[config.mk]
export PLATFORM = sky130hd
export DESIGN_NAME = dma4_engine
export DESIGN_NICKNAME = d
export VERILOG_FILES = /design/src/rtl/dma4_pkg.sv /design/src/rtl/dma_chan_regs.sv /design/src/rtl/dma_arbiter.sv /design/src/rtl/dma_xfer_fsm.sv /design/src/rtl/dma4_engine.sv
export SDC_FILE = /design/constraint.sdc
export NUM_CORES = 2
export LEC_CHECK = 0
export BUFFER_PORTS_ARGS = -buffer_cell sky130_fd_sc_hd__buf_2
export CELL_PAD_IN_SITES_DETAIL_PLACEMENT = 0
export CELL_PAD_IN_SITES_GLOBAL_PLACEMENT = 2
export CORE_ASPECT_RATIO = 1.4
export CORE_UTILIZATION = 42
export CTS_BUF_LIST = sky130_fd_sc_hd__clkbuf_2
export DETAILED_ROUTE_END_ITERATION = 6
export PLACE_DENSITY_LB_ADDON = 0.1
export SKIP_CTS_REPAIR_TIMING = 1
export SYNTH_ARGS = -nofsm -noshare
export SYNTH_HDL_FRONTEND = slang
export SYNTH_HIERARCHICAL = 1
export SYNTH_SLANG_ARGS = --single-unit
[constraint.sdc]
create_clock -name clk -period 8.6 [get_ports clk]
set_input_delay 0.43 -clock clk [delete_from_list [all_inputs] [get_ports clk]]
set_output_delay 0.43 -clock clk [all_outputs]
set_load 0.01 [all_outputs]
[src/rtl/dma4_pkg.sv]
package dma4_pkg;

    typedef enum logic [1:0] {
        ST_IDLE,
        ST_READ,
        ST_WRITE,
        ST_STEP
    } xfer_state_e;

    // offsets inside one channel block
    localparam logic [4:0] OFF_SRC  = 5'h00;
    localparam logic [4:0] OFF_DST  = 5'h04;
    localparam logic [4:0] OFF_LEN  = 5'h08;
    localparam logic [4:0] OFF_FILL = 5'h14;
    localparam logic [4:0] OFF_CTRL = 5'h18;

    // control bit positions
    localparam int B_DFIX = 11;
    localparam int B_FILL = 13;
    localparam int B_SFIX = 14;
    localparam int B_IE   = 30;
    localparam int B_GO   = 31;

endpackage

[src/rtl/dma_chan_regs.sv]
module dma_chan_regs
    import dma4_pkg::*;
#(
    parameter int AW = 32
) (
    input  logic          clk,
    input  logic          rst_n,
    input  logic          wr_en,
    input  logic [4:0]    off,
    input  logic [AW-1:0] wdata,
    input  logic          step,
    output logic [AW-1:0] src_o,
    output logic [AW-1:0] dst_o,
    output logic [AW-1:0] fill_val_o,
    output logic          fill_mode_o,
    output logic          busy_o,
    output logic [AW-1:0] rdata_o,
    output logic          irq_o
);
    logic [AW-1:0] src_q, dst_q, len_q, fill_q;
    logic [AW-3:0] words_q;
    logic          busy_q, ie_q, sfix_q, dfix_q, fmode_q, irq_q;

    always_ff @(posedge clk) begin
        if (!rst_n) begin
            src_q   <= '0;
            dst_q   <= '0;
            len_q   <= '0;
            fill_q  <= '0;
            words_q <= '0;
            busy_q  <= 1'b0;
            ie_q    <= 1'b0;
            sfix_q  <= 1'b0;
            dfix_q  <= 1'b0;
            fmode_q <= 1'b0;
            irq_q   <= 1'b0;
        end else begin
            irq_q <= 1'b0;
            if (step && busy_q) begin
                if (!sfix_q) src_q <= src_q + AW'(4);
                if (!dfix_q) dst_q <= dst_q + AW'(4);
                words_q <= words_q - 1'b1;
                if (words_q == (AW-2)'(1)) begin
                    busy_q <= 1'b0;
                    irq_q  <= ie_q;
                end
            end
            if (wr_en) begin
                case (off)
                    OFF_SRC:  src_q  <= {wdata[AW-1:2], 2'b00};
                    OFF_DST:  dst_q  <= {wdata[AW-1:2], 2'b00};
                    OFF_LEN:  len_q  <= wdata;
                    OFF_FILL: fill_q <= wdata;
                    OFF_CTRL: begin
                        dfix_q  <= wdata[B_DFIX];
                        fmode_q <= wdata[B_FILL];
                        sfix_q  <= wdata[B_SFIX];
                        ie_q    <= wdata[B_IE];
                        busy_q  <= wdata[B_GO] && (len_q[AW-1:2] != '0);
                        if (wdata[B_GO]) words_q <= len_q[AW-1:2];
                    end
                    default: ;
                endcase
            end
        end
    end

    always_comb begin
        rdata_o = '0;
        case (off)
            OFF_SRC:  rdata_o = src_q;
            OFF_DST:  rdata_o = dst_q;
            OFF_LEN:  rdata_o = len_q;
            OFF_FILL: rdata_o = fill_q;
            OFF_CTRL: begin
                rdata_o[B_GO]   = busy_q;
                rdata_o[B_IE]   = ie_q;
                rdata_o[B_SFIX] = sfix_q;
                rdata_o[B_FILL] = fmode_q;
                rdata_o[B_DFIX] = dfix_q;
            end
            default: rdata_o = '0;
        endcase
    end

    assign src_o       = src_q;
    assign dst_o       = dst_q;
    assign fill_val_o  = fill_q;
    assign fill_mode_o = fmode_q;
    assign busy_o      = busy_q;
    assign irq_o       = irq_q;
endmodule

[src/rtl/dma_arbiter.sv]
module dma_arbiter #(
    parameter int NCH = 4,
    parameter int CW  = $clog2(NCH)
) (
    input  logic           clk,
    input  logic           rst_n,
    input  logic [NCH-1:0] req,
    input  logic           rr_mode,
    input  logic           adv,
    input  logic [CW-1:0]  adv_ch,
    output logic           grant_valid,
    output logic [CW-1:0]  grant_ch
);
    logic [CW-1:0] ptr_q;

    always_ff @(posedge clk) begin
        if (!rst_n)
            ptr_q <= '0;
        else if (adv)
            ptr_q <= (int'(adv_ch) == NCH-1) ? '0 : adv_ch + 1'b1;
    end

    // descending scan: the last hit assigned is the preferred one
    always_comb begin
        grant_valid = 1'b0;
        grant_ch    = '0;
        for (int i = NCH-1; i >= 0; i--) begin
            int idx;
            idx = rr_mode ? int'(ptr_q) + i : i;
            if (idx >= NCH) idx = idx - NCH;
            if (req[idx]) begin
                grant_valid = 1'b1;
                grant_ch    = CW'(idx);
            end
        end
    end
endmodule

[src/rtl/dma_xfer_fsm.sv]
module dma_xfer_fsm
    import dma4_pkg::*;
#(
    parameter int NCH = 4,
    parameter int AW  = 32,
    parameter int DW  = 32,
    parameter int CW  = $clog2(NCH)
) (
    input  logic                    clk,
    input  logic                    rst_n,
    input  logic                    grant_valid,
    input  logic [CW-1:0]           grant_ch,
    input  logic [NCH-1:0][AW-1:0]  src_all,
    input  logic [NCH-1:0][AW-1:0]  dst_all,
    input  logic [NCH-1:0][DW-1:0]  fill_all,
    input  logic [NCH-1:0]          fmode_all,
    output logic                    mem_req,
    output logic                    mem_we,
    output logic [AW-1:0]           mem_addr,
    output logic [DW-1:0]           mem_wdata,
    input  logic [DW-1:0]           mem_rdata,
    input  logic                    mem_ready,
    output logic                    step,
    output logic [CW-1:0]           step_ch
);
    xfer_state_e   state_q, state_d;
    logic [CW-1:0] cur_q;
    logic [DW-1:0] buf_q;

    always_ff @(posedge clk) begin
        if (!rst_n) state_q <= ST_IDLE;
        else        state_q <= state_d;
    end

    always_comb begin
        state_d = state_q;
        unique case (state_q)
            ST_IDLE:  if (grant_valid)
                          state_d = fmode_all[grant_ch] ? ST_WRITE : ST_READ;
            ST_READ:  if (mem_ready) state_d = ST_WRITE;
            ST_WRITE: if (mem_ready) state_d = ST_STEP;
            ST_STEP:  state_d = ST_IDLE;
        endcase
    end

    always_ff @(posedge clk) begin
        if (!rst_n) begin
            cur_q <= '0;
            buf_q <= '0;
        end else begin
            if (state_q == ST_IDLE && grant_valid) cur_q <= grant_ch;
            if (state_q == ST_READ && mem_ready)   buf_q <= mem_rdata;
        end
    end

    always_comb begin
        mem_req   = 1'b0;
        mem_we    = 1'b0;
        mem_addr  = '0;
        mem_wdata = '0;
        step      = 1'b0;
        step_ch   = cur_q;
        unique case (state_q)
            ST_IDLE: ;
            ST_READ: begin
                mem_req  = 1'b1;
                mem_addr = src_all[cur_q];
            end
            ST_WRITE: begin
                mem_req   = 1'b1;
                mem_we    = 1'b1;
                mem_addr  = dst_all[cur_q];
                mem_wdata = fmode_all[cur_q] ? fill_all[cur_q] : buf_q;
            end
            ST_STEP: step = 1'b1;
        endcase
    end
endmodule

[src/rtl/dma4_engine.sv]
module dma4_engine
    import dma4_pkg::*;
#(
    parameter int NCH = 4,
    parameter int AW  = 32,
    parameter int RAW = 8
) (
    input  logic           clk,
    input  logic           rst_n,
    input  logic           cfg_we,
    input  logic [RAW-1:0] cfg_addr,
    input  logic [31:0]    cfg_wdata,
    output logic [31:0]    cfg_rdata,
    output logic           mem_req,
    output logic           mem_we,
    output logic [AW-1:0]  mem_addr,
    output logic [31:0]    mem_wdata,
    input  logic [31:0]    mem_rdata,
    input  logic           mem_ready,
    output logic [NCH-1:0] irq
);
    localparam int CW     = $clog2(NCH);
    localparam int BLK    = 28;
    localparam int FIRST  = 4;

    logic                   rr_q;
    logic [NCH-1:0][AW-1:0] src_all, dst_all;
    logic [NCH-1:0][31:0]   fill_all, rd_all;
    logic [NCH-1:0]         fmode_all, busy_all, hit_all;
    logic                   grant_valid, step;
    logic [CW-1:0]          grant_ch, step_ch;

    always_ff @(posedge clk) begin
        if (!rst_n)                       rr_q <= 1'b0;
        else if (cfg_we && cfg_addr == '0) rr_q <= cfg_wdata[31];
    end

    for (genvar g = 0; g < NCH; g++) begin : g_ch
        localparam logic [RAW-1:0] BASE = RAW'(FIRST + BLK*g);
        logic [4:0] off;
        assign hit_all[g] = (cfg_addr >= BASE) && (cfg_addr < BASE + RAW'(BLK));
        assign off        = 5'(cfg_addr - BASE);

        dma_chan_regs #(.AW(AW)) regs_i (
            .clk         (clk),
            .rst_n       (rst_n),
            .wr_en       (cfg_we && hit_all[g]),
            .off         (off),
            .wdata       (cfg_wdata),
            .step        (step && step_ch == CW'(g)),
            .src_o       (src_all[g]),
            .dst_o       (dst_all[g]),
            .fill_val_o  (fill_all[g]),
            .fill_mode_o (fmode_all[g]),
            .busy_o      (busy_all[g]),
            .rdata_o     (rd_all[g]),
            .irq_o       (irq[g])
        );
    end

    always_comb begin
        cfg_rdata = (cfg_addr == '0) ? {rr_q, 31'b0} : '0;
        for (int i = 0; i < NCH; i++)
            if (hit_all[i]) cfg_rdata = rd_all[i];
    end

    dma_arbiter #(.NCH(NCH), .CW(CW)) arb_i (
        .clk         (clk),
        .rst_n       (rst_n),
        .req         (busy_all),
        .rr_mode     (rr_q),
        .adv         (step),
        .adv_ch      (step_ch),
        .grant_valid (grant_valid),
        .grant_ch    (grant_ch)
    );

    dma_xfer_fsm #(.NCH(NCH), .AW(AW), .DW(32), .CW(CW)) fsm_i (
        .clk         (clk),
        .rst_n       (rst_n),
        .grant_valid (grant_valid),
        .grant_ch    (grant_ch),
        .src_all     (src_all),
        .dst_all     (dst_all),
        .fill_all    (fill_all),
        .fmode_all   (fmode_all),
        .mem_req     (mem_req),
        .mem_we      (mem_we),
        .mem_addr    (mem_addr),
        .mem_wdata   (mem_wdata),
        .mem_rdata   (mem_rdata),
        .mem_ready   (mem_ready),
        .step        (step),
        .step_ch     (step_ch)
    );
endmodule

## Word level (Yosys, flattened, before mapping)

Cells that the tools add are included.

| storage, ports and cells | value |
|---|---|
| register bits | 695 |
| input bits | 76 |
| output and inout port bits | 102 |
| word-level logic and storage cells | 316 |

| operators by class | value |
|---|---|
| add/subtract/negate cells | 24 |
| $lt $le $gt $ge | 18 |
| equality and inequality tests | 30 |
| multiplexer cells | 143 |
| reduce and logical (&&, ||, !) cells | 52 |

Operators by type and width:

| cell | number |
|---|---|
| 32-bit two-way mux | 49 |
| 30-bit two-way mux | 16 |
| 32-bit by 3-bit adder with 32-bit output, second input constant | 8 |
| 15-bit one-hot mux with 4 select lines | 4 |
| 32-bit binary-select mux with 2-bit select | 3 |
| 11-bit one-hot mux with 4 select lines | 4 |
| 32-bit by 4-bit >= comparator with 1-bit output, second input constant | 4 |
| 32-bit by 4-bit < comparator with 1-bit output, second input constant | 4 |
| 32-bit by 4-bit subtractor with 32-bit output, second input constant | 4 |
| 30-bit by 1-bit == test with 1-bit output, second input constant | 4 |
| 30-bit nonzero test | 4 |
| 30-bit by 1-bit subtractor with 30-bit output, second input constant | 4 |
| 2-bit one-hot mux with 5 select lines | 8 |
| 32-bit one-hot mux with 2 select lines | 1 |
| 5-bit == test, second input constant | 8 |
| 1-bit two-way mux | 33 |
| 2-bit AND reduction | 12 |
| 1-bit logical AND | 23 |
| 5-bit by 3-bit == test with 1-bit output, second input constant | 4 |
| 5-bit by 4-bit == test with 1-bit output, second input constant | 4 |
| 5-bit logical NOT | 4 |
| 2-bit two-way mux | 10 |
| 1-bit one-hot mux with 5 select lines | 4 |
| 8-bit by 6-bit >= comparator with 1-bit output, second input constant | 2 |
| 22 further kinds | 46 |

## Longest topological paths before layout

| logic depth | value |
|---|---|
| word-level depth | 16 |
| depth in mapped cells | 12 |
| gate-level depth less buffers | 11 |

## By module

The synthesis kept the hierarchy.

By module, submodules not included:

| module | times used | cells each | area an instance (µm²) | sequential area each (µm²) |
|---|---|---|---|---|
| dma_chan_regs (g_ch[0].regs_i ...) | 2 | 1013 | 7896.3 | 3203.1 |
| dma_chan_regs (g_ch[2].regs_i) | 1 | 1013 | 7961.4 | 3203.1 |
| dma_chan_regs (g_ch[3].regs_i) | 1 | 1028 | 7958.9 | 3203.1 |
| dma_xfer_fsm | 1 | 435 | 4730.8 | 720.7 |
| dma4_engine | 1 | 192 | 1295.0 | 20.0 |
| dma_arbiter | 1 | 36 | 266.5 | 40.0 |

## Worst setup path after synthesis

No wires, ideal clock.

| path | value |
|---|---|
| path kind | input port to output port |
| from | input port cfg_addr[2] |
| to | output port cfg_rdata[31] |
| data arrival time | 2.980 ns |
| data required time | 8.170 ns |
| path slack | 5.190 ns |
| cell stages on the path | 12 |
| cell sequence | inv_1 > ha_1 > inv_1 > or3b_2 > nor3_1 > clkbuf_1 > a22oi_1 > nand3_1 > a21boi_0 > a41o_1 > a221oi_1 > o21ai_0 |

| between the ends | value |
|---|---|
| elaborated cells between the ends (all ways) | 46 |
| classes of those cells | 4 x add/sub; 8 x order compare; 16 x eq/ne; 9 x mux; 9 x reduce/logical |

RTL lines:

| what | RTL line | RTL |
|---|---|---|
| start: declaration | dma4_engine.sv:11 | `input logic [RAW-1:0] cfg_addr,` |
| 5-bit subtractor (*) | dma4_engine.sv:42 | `assign off = 5'(cfg_addr - BASE);` |
| net g_ch[2].off[3] | dma4_engine.sv:40 | `logic [4:0] off;` |
| 5-bit == test (tied with other cells) | dma_chan_regs.sv:70 | `case (off)` |
| 2-bit one-hot mux with 5 select lines (*) | dma_chan_regs.sv:70 |  |
| 32-bit two-way mux (*) (2 in series) | dma4_engine.sv:64 | `if (hit_all[i]) cfg_rdata = rd_all[i];` |
| end: declaration | dma4_engine.sv:13 | `output logic [31:0] cfg_rdata,` |

Mark *: on every way through the listed nets, which the timed path passes. The rest lies on a longest branch.

==> run metrics <==
Critical Path Most Common Cell=buf_2; Slew HR=17.3%; Pwr Density=about 150 nW/um^2; RSZ-0062 raised after global routing=no; r2r worst-path depth=8; Clk Latency, worst-skew pair=1.68 ns; P&R area growth vs syn=14.6%; root buf cell=clkbuf_2; Final Cell Area=43600 sq um; # nets final=approximately 5100; first-pass GRT wire length=265000 microns; Starting Density=42.4%; share of cells above drive strength 1=14.5%; count of endpoints failing setup in the final report=0; wirelength, routed=198000 microns; # H-tree levels=4; area post-placement=39500 sq um; gr usage total=40.1%; die width=around 260 microns; number of enable flip-flop cells after synthesis=0; Top Family by Delay on Critical Path=buffers and inverters; class of the worst hold path=in2reg; CP endpoint=cfg_rdata[31]; sequential area share after synthesis=35.8%; Layout Skew=roughly 0.088 ns; Worst VDD drop=0.000164 V; number of synthesized register bits=679; FF-to-FF End=g_ch[1].regs_i/src_o[27]$_SDFF_PN0_; reg2reg setup slack=4.99 ns; top_reg_cell synth=dfxtp_1; DP Wirelength=136000 microns; Clock Sinks=679; R2R Path Start=fsm_i/state_q[1]$_SDFFE_PN0P_; crit-path cells=dlygate4sd3_1, buf_2, inv_1, ha_1, xor2_1, nand2b_1, nor3_2, buf_4, nand2_1, nand3_1, a21boi_0, a41o_1, a221oi_1, o21ai_0, buf_2; most common cell after layout, fill and taps aside=nand2_1; grt total ovfl=0; Max FO, Critical Path=21; CTS tree=built; Setup crit start kind=input port; Leakage=about 15 nW; final slew viol count=0; share of the synthesized area in the top cell type=~36%; f_max=176 MHz; Synth Cell Area=about 38000 sq um; CP peak stage delay=~0.86 ns; worst-margin pin slew=1.24 ns; post-layout min period=5.68 ns; crit share post-route=66.0%; Port-buffer cells=175; most frequent cells in the layout=867 x nand2_1, 677 x dfxtp_1, 546 x a21oi_1; largest net degree at the start of global routing=167; wire per inst=31.2 microns; CP Launch Point=cfg_addr[2]; Final Hold Viols=0; post-route ant nets=0; Num CTS Buffers=179; final setup margin=2.92 ns; Crit-path slowest cell=nor3_2; RD Place Congestion=0.994; max_cap viols=0; 1st-iter DRT viols=5225; unique cell type count in the Yosys netlist=77; Crit path arrival time=around 5.3 ns; total power=6.36 mW; Die Height=358 microns; DRC errors left=0; initial antenna violation count=23; outcome=finished clean; dpl ws=3.82 ns; die area=just over 90000 sq um; CP endpoint kind=output port; Worst-path clk slew=around 0.10 ns; Crit Path Class=in2out; DR vias=40300; post-route setup TNS=0 ns; CP required=8.17 ns; routed vias/inst=~6.3; CP Depth=15; core area=89600 sq um; fraction of registers with async set/reset=0%; number of global-route vias before repair=35700; Yosys warning total=6; Bufs and invs on worst path=5; Avg Inst Size Synth=8.03 sq um; top post-synthesis cells by area=dfxtp_1 36%, nand2_1 8.6%, a21oi_1 7.2%, mux4_2 5.8%, a22oi_1 5.4%; Initial DRT Pass Iterations=6; # rows=130; I/O pins=178; Syn Inst Count=4730; Synth area leader=dfxtp_1; CTS Buffer Depth=3
-- worst min-delay path by stage --
stage,startpoint,to,slack (ns),cells past startpoint
3_5_place_dp,fsm_i/buf_q[3]$_SDFFE_PN0P_,fsm_i/buf_q[3]$_SDFFE_PN0P_,0.45,2
6_report,cfg_wdata[30],g_ch[3].regs_i/len_q[30]$_SDFFE_PN0P_,0.05,4
3_3_place_gp,fsm_i/buf_q[11]$_SDFFE_PN0P_,fsm_i/buf_q[11]$_SDFFE_PN0P_,0.44,2
5_1_grt,cfg_wdata[30],g_ch[3].regs_i/ie_q$_SDFFE_PN0P_,-0.01,4
2_1_floorplan,g_ch[2].regs_i/ie_q$_SDFFE_PN0P_,g_ch[2].regs_i/irq_o$_SDFF_PN0_,0.43,2
4_1_cts,mem_rdata[27],fsm_i/buf_q[27]$_SDFFE_PN0P_,-1.14,3
-- worst register-to-register path, cell delays in order (launching register included) --
cell      delay, ns
dfxtp_1        0.42
ha_1           0.51
nand2_1        0.10
nor2_1         0.43
nand4b_1       0.51
or4_1          0.90
nor3_1         0.28
xnor2_1        0.15
a21oi_1        0.08
-- synth_stat cells, types with 9 or more instances --
library cell  instances
a31oi_1              10
nor4_1              105
xor2_1              153
a221oi_1             33
and3_1               35
buf_4                22
ha_1                 27
mux2i_1              51
a21oi_1             546
buf_6                13
nand4_1              90
nand2b_1             17
nor3_1               76
buf_2                31
a211oi_1             96
and4_1               23
nand2_1             870
nand4b_1             12
or3_1                30
a22o_1               10
nor2b_1              72
mux4_2               98
nand3_1             128
dfxtp_1             679
nor4_2                9
o21ai_2              30
a311oi_1              9
and2_1               22
nor2_1              212
or4_1                17
xnor2_1             185
a22oi_1             272
inv_1                40
clkbuf_1            301
o21ai_0             296
-- where the power goes --
group / switching, mW / internal [mW] / total, mW
registers: 0.0258 / 3.17 / 3.19
clock network: 1.50 / 0.852 / 2.35
logic: 0.540 / 0.278 / 0.818
total: 2.06 / 4.30 / 6.36
-- cell families after synthesis --
family | count (synthesis) | synth area share [%]
AND/OR/NAND/NOR | 1790 | 22.7
AO/OA/AOI/OAI | 1326 | 21.0
flip-flops | 679 | 35.8
buffers and inverters | 417 | 4.70
XOR/XNOR | 338 | 7.79
multiplexers | 149 | 7.15
adder cells (fa/ha/maj) | 27 | 0.889
other | 4 | 0.0395
-- cell type report --
cell class | instances | area [sq um]
inverters | 45 | 173
clock buffers | 268 | 1340
clock inverters | 37 | 181
flip-flops and latches | 679 | 13600
multi-input cells | 3646 | 22800
repair buffers | 483 | 3940
well taps | 1188 | 1490
fillers | 9033 | 46100
diodes | 10 | 25.0
-- through the flow --
step | hold slack [ns] | instances | utilization [%]
final | 0.0465 | 6356 | 48.6
after CTS | -1.14 | 6108 | 45.8
after floorplan | 0.427 | 4742 | -
after detailed placement | 0.447 | 5803 | 44.1
after global placement | 0.441 | 5803 | 44.1
after global routing | -0.0102 | 6351 | 48.6
-- sequential cells by signal, indices dropped and copies added (netlist names) --
signal and cells:
arb_i/ptr_q 2, fsm_i/buf_q 32, fsm_i/state_q 2, fsm_i/step_ch 2
g_ch.regs_i/busy_o 4, g_ch.regs_i/dfix_q 4, g_ch.regs_i/dst_o 120, g_ch.regs_i/fill_mode_o 4
g_ch.regs_i/fill_val_o 128, g_ch.regs_i/ie_q 4, g_ch.regs_i/irq_o 4, g_ch.regs_i/len_q 128
g_ch.regs_i/sfix_q 4, g_ch.regs_i/src_o 120, g_ch.regs_i/words_q 120, rr_q 1
-- routing by layer --
| metal | global-route usage, % | share of wire, % | up-vias |
|---|---|---|---|
| li1 | - | - | 17800 |
| met1 | 50.9 | 38 | 19600 |
| met2 | 62.3 | 44 | 2407 |
| met3 | 8.09 | 10 | 508 |
| met4 | 25.5 | 7.5 | 22 |
| met5 | 0 | 0.067 | - |
Power figures use the tool's default switching activity.
